[src/rtl/srs_pkg.sv]
package srs_pkg;

  // Default geometry of the staged reset
  localparam int unsigned SRS_LEN      = 8;  // shift register stages
  localparam int unsigned SRS_CPU_HI   = 3;  // last stage that holds processor reset
  localparam int unsigned SRS_DEV_LO   = 2;  // first stage that holds device reset
  localparam int unsigned SRS_SYNC     = 2;  // host line synchronizer depth
  localparam int unsigned SRS_CTL_W    = 8;  // control register width
  localparam int unsigned SRS_TRIG_BIT = 5;  // trigger bit position in the control register

  typedef struct packed {
    logic cpu;
    logic dev;
  } srs_rst_t;

endpackage

[src/rtl/srs_sync.sv]
module srs_sync #(
  parameter int unsigned STAGES = 2
) (
  input  logic clk,
  input  logic rst_n,
  input  logic d_i,
  output logic q_o
);

  logic [STAGES-1:0] ff_q;
  logic [STAGES-1:0] ff_d;

  generate
    if (STAGES == 1) begin : g_one
      always_comb ff_d = d_i;
    end else begin : g_chain
      always_comb ff_d = {ff_q[STAGES-2:0], d_i};
    end
  endgenerate

  always_ff @(posedge clk or negedge rst_n) begin
    if (!rst_n) ff_q <= '0;
    else        ff_q <= ff_d;
  end

  assign q_o = ff_q[STAGES-1];

endmodule

[src/rtl/srs_rise.sv]
module srs_rise (
  input  logic clk,
  input  logic rst_n,
  input  logic lvl_i,
  output logic pulse_o
);

  logic prev_q;

  always_ff @(posedge clk or negedge rst_n) begin
    if (!rst_n) prev_q <= 1'b0;
    else        prev_q <= lvl_i;
  end

  assign pulse_o = lvl_i & ~prev_q;

endmodule

[src/rtl/srs_ctl_bit.sv]
module srs_ctl_bit #(
  parameter int unsigned CTL_W    = 8,
  parameter int unsigned TRIG_BIT = 5
) (
  input  logic             clk,
  input  logic             rst_n,
  input  logic             wr_i,
  input  logic [CTL_W-1:0] wdata_i,
  input  logic             clr_i,
  output logic             bit_o
);

  logic bit_q;
  logic bit_d;
  logic bit_en;

  // Clear from device reset wins over a write in the same cycle
  always_comb begin
    bit_en = clr_i | wr_i;
    if (clr_i) bit_d = 1'b0;
    else       bit_d = wdata_i[TRIG_BIT];
  end

  always_ff @(posedge clk or negedge rst_n) begin
    if (!rst_n)      bit_q <= 1'b0;
    else if (bit_en) bit_q <= bit_d;
  end

  assign bit_o = bit_q;

endmodule

[src/rtl/srs_chain.sv]
module srs_chain
  import srs_pkg::*;
#(
  parameter int unsigned LEN    = 8,
  parameter int unsigned CPU_HI = 3,
  parameter int unsigned DEV_LO = 2
) (
  input  logic     clk,
  input  logic     rst_n,
  input  logic     trig_i,
  output srs_rst_t rst_o
);

  localparam int unsigned DEV_HI = LEN - 1;

  function automatic logic [LEN-1:0] band_mask(input int unsigned lo, input int unsigned hi);
    logic [LEN-1:0] m;
    m = '0;
    for (int unsigned i = 0; i < LEN; i++) begin
      if (i >= lo && i <= hi) m = m | (LEN'(1) << i);
    end
    return m;
  endfunction

  localparam logic [LEN-1:0] CPU_MASK = band_mask(0, CPU_HI);
  localparam logic [LEN-1:0] DEV_MASK = band_mask(DEV_LO, DEV_HI);

  logic [LEN-1:0] stg_q;
  logic [LEN-1:0] stg_d;
  logic [LEN-1:0] fill;
  logic [LEN-1:0] shifted;
  logic           stg_en;
  srs_rst_t       rst_q;
  srs_rst_t       rst_d;

  // Retrigger fill: a new token at the head, and every stage between
  // the head and the oldest live token set, so no output gap appears
  // and both release points move to the new load edge.
  generate
    for (genvar i = 0; i < LEN; i++) begin : g_fill
      if (i == 0) begin : g_head
        assign fill[i] = 1'b1;
      end else begin : g_body
        assign fill[i] = |stg_q[LEN-1:i-1];
      end
    end
  endgenerate

  always_comb begin
    shifted = {stg_q[LEN-2:0], 1'b0};
    stg_en  = trig_i | (|stg_q);
    stg_d   = trig_i ? fill : shifted;
    rst_d.cpu = |(stg_d & CPU_MASK);
    rst_d.dev = |(stg_d & DEV_MASK);
  end

  always_ff @(posedge clk or negedge rst_n) begin
    if (!rst_n)      stg_q <= '0;
    else if (stg_en) stg_q <= stg_d;
  end

  always_ff @(posedge clk or negedge rst_n) begin
    if (!rst_n) rst_q <= '0;
    else        rst_q <= rst_d;
  end

  assign rst_o = rst_q;

endmodule

[src/rtl/staged_reset_oneshot.sv]
module staged_reset_oneshot
  import srs_pkg::*;
#(
  parameter int unsigned LEN         = SRS_LEN,
  parameter int unsigned CPU_HI      = SRS_CPU_HI,
  parameter int unsigned DEV_LO      = SRS_DEV_LO,
  parameter int unsigned SYNC_STAGES = SRS_SYNC,
  parameter int unsigned CTL_W       = SRS_CTL_W,
  parameter int unsigned TRIG_BIT    = SRS_TRIG_BIT
) (
  input  logic             clk,
  input  logic             rst_n,
  input  logic             host_clear_i,
  input  logic             fw_wr_i,
  input  logic [CTL_W-1:0] fw_wdata_i,
  output logic             cpu_rst_o,
  output logic             dev_rst_o
);

  localparam int unsigned DEV_HI = LEN - 1;

  logic     host_sync;
  logic     host_rise;
  logic     fw_bit;
  logic     fw_rise;
  logic     seq_trig;
  srs_rst_t seq_rst;
  logic     unused_wdata;

  assign unused_wdata = ^fw_wdata_i;

  srs_sync #(.STAGES(SYNC_STAGES)) u_host_sync (
    .clk   (clk),
    .rst_n (rst_n),
    .d_i   (host_clear_i),
    .q_o   (host_sync)
  );

  srs_rise u_host_rise (
    .clk     (clk),
    .rst_n   (rst_n),
    .lvl_i   (host_sync),
    .pulse_o (host_rise)
  );

  srs_ctl_bit #(.CTL_W(CTL_W), .TRIG_BIT(TRIG_BIT)) u_ctl (
    .clk     (clk),
    .rst_n   (rst_n),
    .wr_i    (fw_wr_i),
    .wdata_i (fw_wdata_i),
    .clr_i   (seq_rst.dev),
    .bit_o   (fw_bit)
  );

  srs_rise u_fw_rise (
    .clk     (clk),
    .rst_n   (rst_n),
    .lvl_i   (fw_bit),
    .pulse_o (fw_rise)
  );

  assign seq_trig = host_rise | fw_rise;

  srs_chain #(.LEN(LEN), .CPU_HI(CPU_HI), .DEV_LO(DEV_LO)) u_chain (
    .clk    (clk),
    .rst_n  (rst_n),
    .trig_i (seq_trig),
    .rst_o  (seq_rst)
  );

  assign cpu_rst_o = seq_rst.cpu;
  assign dev_rst_o = seq_rst.dev;

endmodule

[config.mk]
export PLATFORM = sky130hd
export DESIGN_NAME = staged_reset_oneshot
export DESIGN_NICKNAME = d
export VERILOG_FILES = /design/src/rtl/srs_pkg.sv /design/src/rtl/srs_sync.sv /design/src/rtl/srs_rise.sv /design/src/rtl/srs_ctl_bit.sv /design/src/rtl/srs_chain.sv /design/src/rtl/staged_reset_oneshot.sv
export SDC_FILE = /design/constraint.sdc
export NUM_CORES = 1
export LEC_CHECK = 0
export ABC_CLOCK_PERIOD_IN_PS = 1200
export BUFFER_PORTS_ARGS = -buffer_cell sky130_fd_sc_hd__clkbuf_2
export CAP_MARGIN = 25
export CORE_AREA = 3 3 40 42
export CTS_CLUSTER_DIAMETER = 120
export CTS_CLUSTER_SIZE = 40
export DETAILED_ROUTE_END_ITERATION = 10
export DIE_AREA = 0 0 43 45
export GPL_ROUTABILITY_DRIVEN = 0
export PLACE_DENSITY = 0.67
export RECOVER_POWER = 100
export SLEW_MARGIN = 10
export SYNTH_ARGS = -nofsm -noshare
export SYNTH_HDL_FRONTEND = slang
export SYNTH_HIERARCHICAL = 1
export SYNTH_SLANG_ARGS = --single-unit
[constraint.sdc]
create_clock -name clk -period 1.2 [get_ports clk]
set_clock_uncertainty 0.05 [all_clocks]
set_input_delay 0.12 -clock clk [delete_from_list [all_inputs] [get_ports clk]]
set_output_delay 0.12 -clock clk [all_outputs]
set_load 0.02 [all_outputs]
* Word level (Yosys, flattened, before mapping)
Cells that the tools add are included.
Word-level totals: flip-flop bits (word level) 15, word-level logic and storage cells 25
Cells by class: mux-type cells 2, bitwise operators 7, reduce and logical (&&, ||, !) cells 9
Operator list (number):
- OR reduction 6 bit | 2
- two-way mux 8 bit | 1
- OR reduction 4 bit | 2
- OR reduction 8 bit | 1
- OR reduction 7 bit | 1
- OR reduction 5 bit | 1
- bitwise OR 1 bit | 3
- OR reduction 3 bit | 1
- bitwise AND 1 bit | 2
- inverter 1 bit | 2
- OR reduction 2 bit | 1
- two-way mux 1 bit | 1

* Longest topological paths before layout
depth in word-level cells 5, mapped depth 4

* Hierarchy
The synthesis kept the hierarchy.
Modules (own cells, without submodules):
- srs_chain | times used 1, cells an instance 32, area each 370.4 um^2, sequential area each 250.2 um^2
- srs_rise | times used 2, cells an instance 2, area each 38.8 um^2, sequential area each 25.0 um^2
- srs_sync | times used 1, cells an instance 2, area each 50.0 um^2, sequential area each 50.0 um^2
- srs_ctl_bit | times used 1, cells an instance 3, area each 38.8 um^2, sequential area each 25.0 um^2
- staged_reset_oneshot | times used 1, cells an instance 1, area each 6.3 um^2, sequential area each 0.0 um^2

* Worst setup path after synthesis
OpenSTA, ideal clock, no wires.
kind reg2reg, start point reg u_ctl.bit_q (netlist: u_ctl/bit_o), end point reg u_chain.rst_q, in the netlist u_chain/rst_o[0], library setup time 0.134 ns, arrival 1.027 ns, required time 1.016 ns, slack -0.011 ns, cell stages (with the launch flop) 5, cell sequence dfrtp_1 -> nor2b_4 -> or2_1 -> a21oi_1 -> nand3_1
RTL lines:
- start, declared | RTL line srs_ctl_bit.sv:13 | logic bit_q;
- start signal, assigned | RTL line srs_ctl_bit.sv:26 | else if (bit_en) bit_q <= bit_d;
- end signal, assigned | RTL line srs_chain.sv:64 | else rst_q <= rst_d;
- end, declared | RTL line srs_chain.sv:33 | srs_rst_t rst_q;

==> flow_summary.yaml <==
power:
  power_leakage_nw: 0.2859
  switching_share: 0.2351
  switchingPower_uw: 211.3
  peakVddDrop_mv: 0.5652
  p_clk_frac: 0.303
  power.internal_uw: 687.7
  pwr-share-comb: 0.076
  p_seq_frac: 0.621
  powerDensity_nw_per_um2: 1331
timing:
  rsz0062_at_grt: "true"
  fin_crit_ns: 1.182
  setup-violations-final: 0
  fmax_mhz: 846.0
  finalWorstSetupSlack_ns: 0.01795
  worst_pin_slew_ns: 0.7648
  min_period_over_period: 0.9850
  drv_slew: 0
  max_slew_margin: 0.4901
  timing.final.hold_violations: 0
  hold_slack_ns: 0.07695
  setup-tns-final_ns: 0
route:
  drt_iter0_markers: 3
  via_per_inst: 4.873
  drt_wl_total_um: 839
  dr_total_vias: 346
  drc: 0
  post_drt_wl_per_cell_um: 11.82
  dr.pass1.iters: 2
  ant_nets: 0
clocking:
  cts_root_buf: "clkbuf_4"
  path_clk_slew_ns: 0.09
  clk_path_buf_depth: 2
  cts_sinks: 15
  cts_tree: "built"
  h-tree-depth: 1
  cts-buffers-inserted: 3
  worstSkewPairLatency_ns: 0.27
job:
  drv_cap: 0
floorplanning:
  die_height_um: 45
  rows: 13
  die_x_um: 43
  initial_utilization: 0.4226
  design.die.area_um2: 1935
  ioPinCount: 14
  core_region_area_um2: 1285
yosys:
  synth_top_area_frac: 0.6912
  seq_area_frac_synth: 0.6912
  yosys.area.top_type: "dfrtp_1"
  synth_common_cells: "dfrtp_1 (15), nor2_1 (7), o21bai_1 (3)"
  ys_types: 16
  synthArstFlopShare: 1.000
  yosys_warnings: 6
  synth-edff-count: 0
  syn-num-nets: 54
  netlist_instances: 42
  yosysMostFrequentCell: "dfrtp_1"
  ys_ff_latch: 15
  synthFlopType: "dfrtp_1"
  syn_area_per_cell_um2: 12.93
  netlist_top_cells_area: "dfrtp_1 (69%), nor2b_4 (5.1%), nor2_1 (4.8%)"
  syn_area_um2: 543.0
grt:
  grtUsageMet3: 0.05179
  grt.met1_usage: 0.1344
  grt_pass1_wl_mm: 1.455
  gr-total-overflow: 0
  antenna_found_initial: 0
  top_usage_layer: "met2"
  grt_max_degree: 16
  grt_pass1_vias: 328
  grt_use_total: 0.1049
  met2_usage: 0.1647
worst_setup_path:
  reg2reg_slack_ns: 0.02
  timing.critical_path.arrival_ns: 1.29
  cp_slowest_cell: "dfrtp_1"
  cp_data_required_time_ns: 1.31
  cp_cell_sequence: "nor2b_4, or2_4, a21oi_4, nand3_2"
  timing.critical_path.buf_inv: 0
  crit_fanout: 6
  crit_type: "flop to flop"
  start_kind: "flop"
  crit_path_end_kind: "flop"
  cpLargestDelayFamily: "simple AND/OR/NAND/NOR gates"
  slowest_delay_ns: 0.39
finish:
  num-nets-final: 69
  diodes: 0
  final_area_um2: 675.6
  postLayoutCoreUtil: 0.5258
  syn_to_final_growth_pct: 24.42
  num-fill-cells: 117
  layout-drive-gt1-share: 0.3571
hold_path:
  hp-class: "input pin to flop"
place:
  post-dp-hpwl_um: 645.9
  dp_slack_ns: -0.09196
  portBuffers: 6
  placedInstanceArea_um2: 599.3
outcome:
  run_status: "finished, final reports clean"
-- cell type report --
class,instances,area [µm²],share of cell area
inverter,2,7.507,0.01111
sequential,15,375.4,0.5556
clock buffer,3,22.52,0.03333
tap,15,18.77,0.02778
clock inverter,1,5.005,0.007407
timing repair buffer,11,71.32,0.1056
multi-input combinational,24,175.2,0.2593
-- placed cells by master (no fill, tap or decap), drive strengths merged --
cell and n:
nor2 7, nand2 1, dlygate4sd3 2, nand3 1, clkbuf 10, clkinv 1
buf 2, o21bai 3, nor3 3, a31oi 2, mux2i 1, dfrtp 15
inv 2, a21oi 2, nor4 1, or2 1, nor2b 2
-- power groups by stage --
stage	registers, mW	clock network (mW)	logic [mW]
6_report	0.558	0.273	0.0679
4_1_cts	0.557	0.286	0.0670
2_1_floorplan	0.564	0	0.0322
5_1_grt	0.562	0.301	0.0755
3_5_place_dp	0.567	0	0.0574
3_3_place_gp	0.566	0	0.0562
-- cell families after synthesis --
kind of cell | share of synthesized area
AO/OA/AOI/OAI | 0.08294
buffers and inverters | 0.02072
flip-flops | 0.6912
multiplexers | 0.01843
AND/OR/NAND/NOR | 0.1866
-- final timing paths --
kind                                startpoint             endpoint  cells past startpoint
max                        u_host_sync/ff_q[1]     u_chain/rst_o[0]                      4
min                              fw_wdata_i[5]          u_ctl/bit_o                      3
max reg2reg                u_host_sync/ff_q[1]     u_chain/rst_o[0]                      4
min reg2reg                u_host_sync/ff_q[0]  u_host_sync/ff_q[1]                      0
max in group asynchronous                rst_n   u_host_rise/prev_q                      2
min in group asynchronous                rst_n     u_chain/stg_q[5]                      2
-- worst min-delay path: stages --
cell      delay (ns)
clkbuf_2        0.08
mux2i_1         0.05
nor2_1          0.10
-- routing by layer --
metal,up-vias,part of all wire,wire length (µm)
met4,0,0,0
li1,170,-,-
met3,0,0.056,47
met2,7,0.48,400
met1,169,0.47,392
met5,-,0,0
-- registers in the layout (all words and copies together) (netlist names) --
signal / flops
u_chain/rst_o: 2
u_ctl/bit_o: 1
u_host_sync/ff_q: 2
u_chain/stg_q: 8
u_fw_rise/prev_q: 1
u_host_rise/prev_q: 1
-- metrics by stage --
stage | std cells | power, mW
floorplan | 42 | 0.5965
global placement | 63 | 0.6220
detailed placement | 63 | 0.6245
CTS | 70 | 0.9102
global route | 71 | 0.9388
finish | 71 | 0.8990
-- repair_timing --
action,4_1_cts,5_1_grt
hold endpoints to repair,16,0
pin swaps,2,0
endpoints found under the setup margin,4,4
resized for setup,1,2
hold buffers,2,0
buffers inserted,1,1
Power figures use the tool's default switching activity.
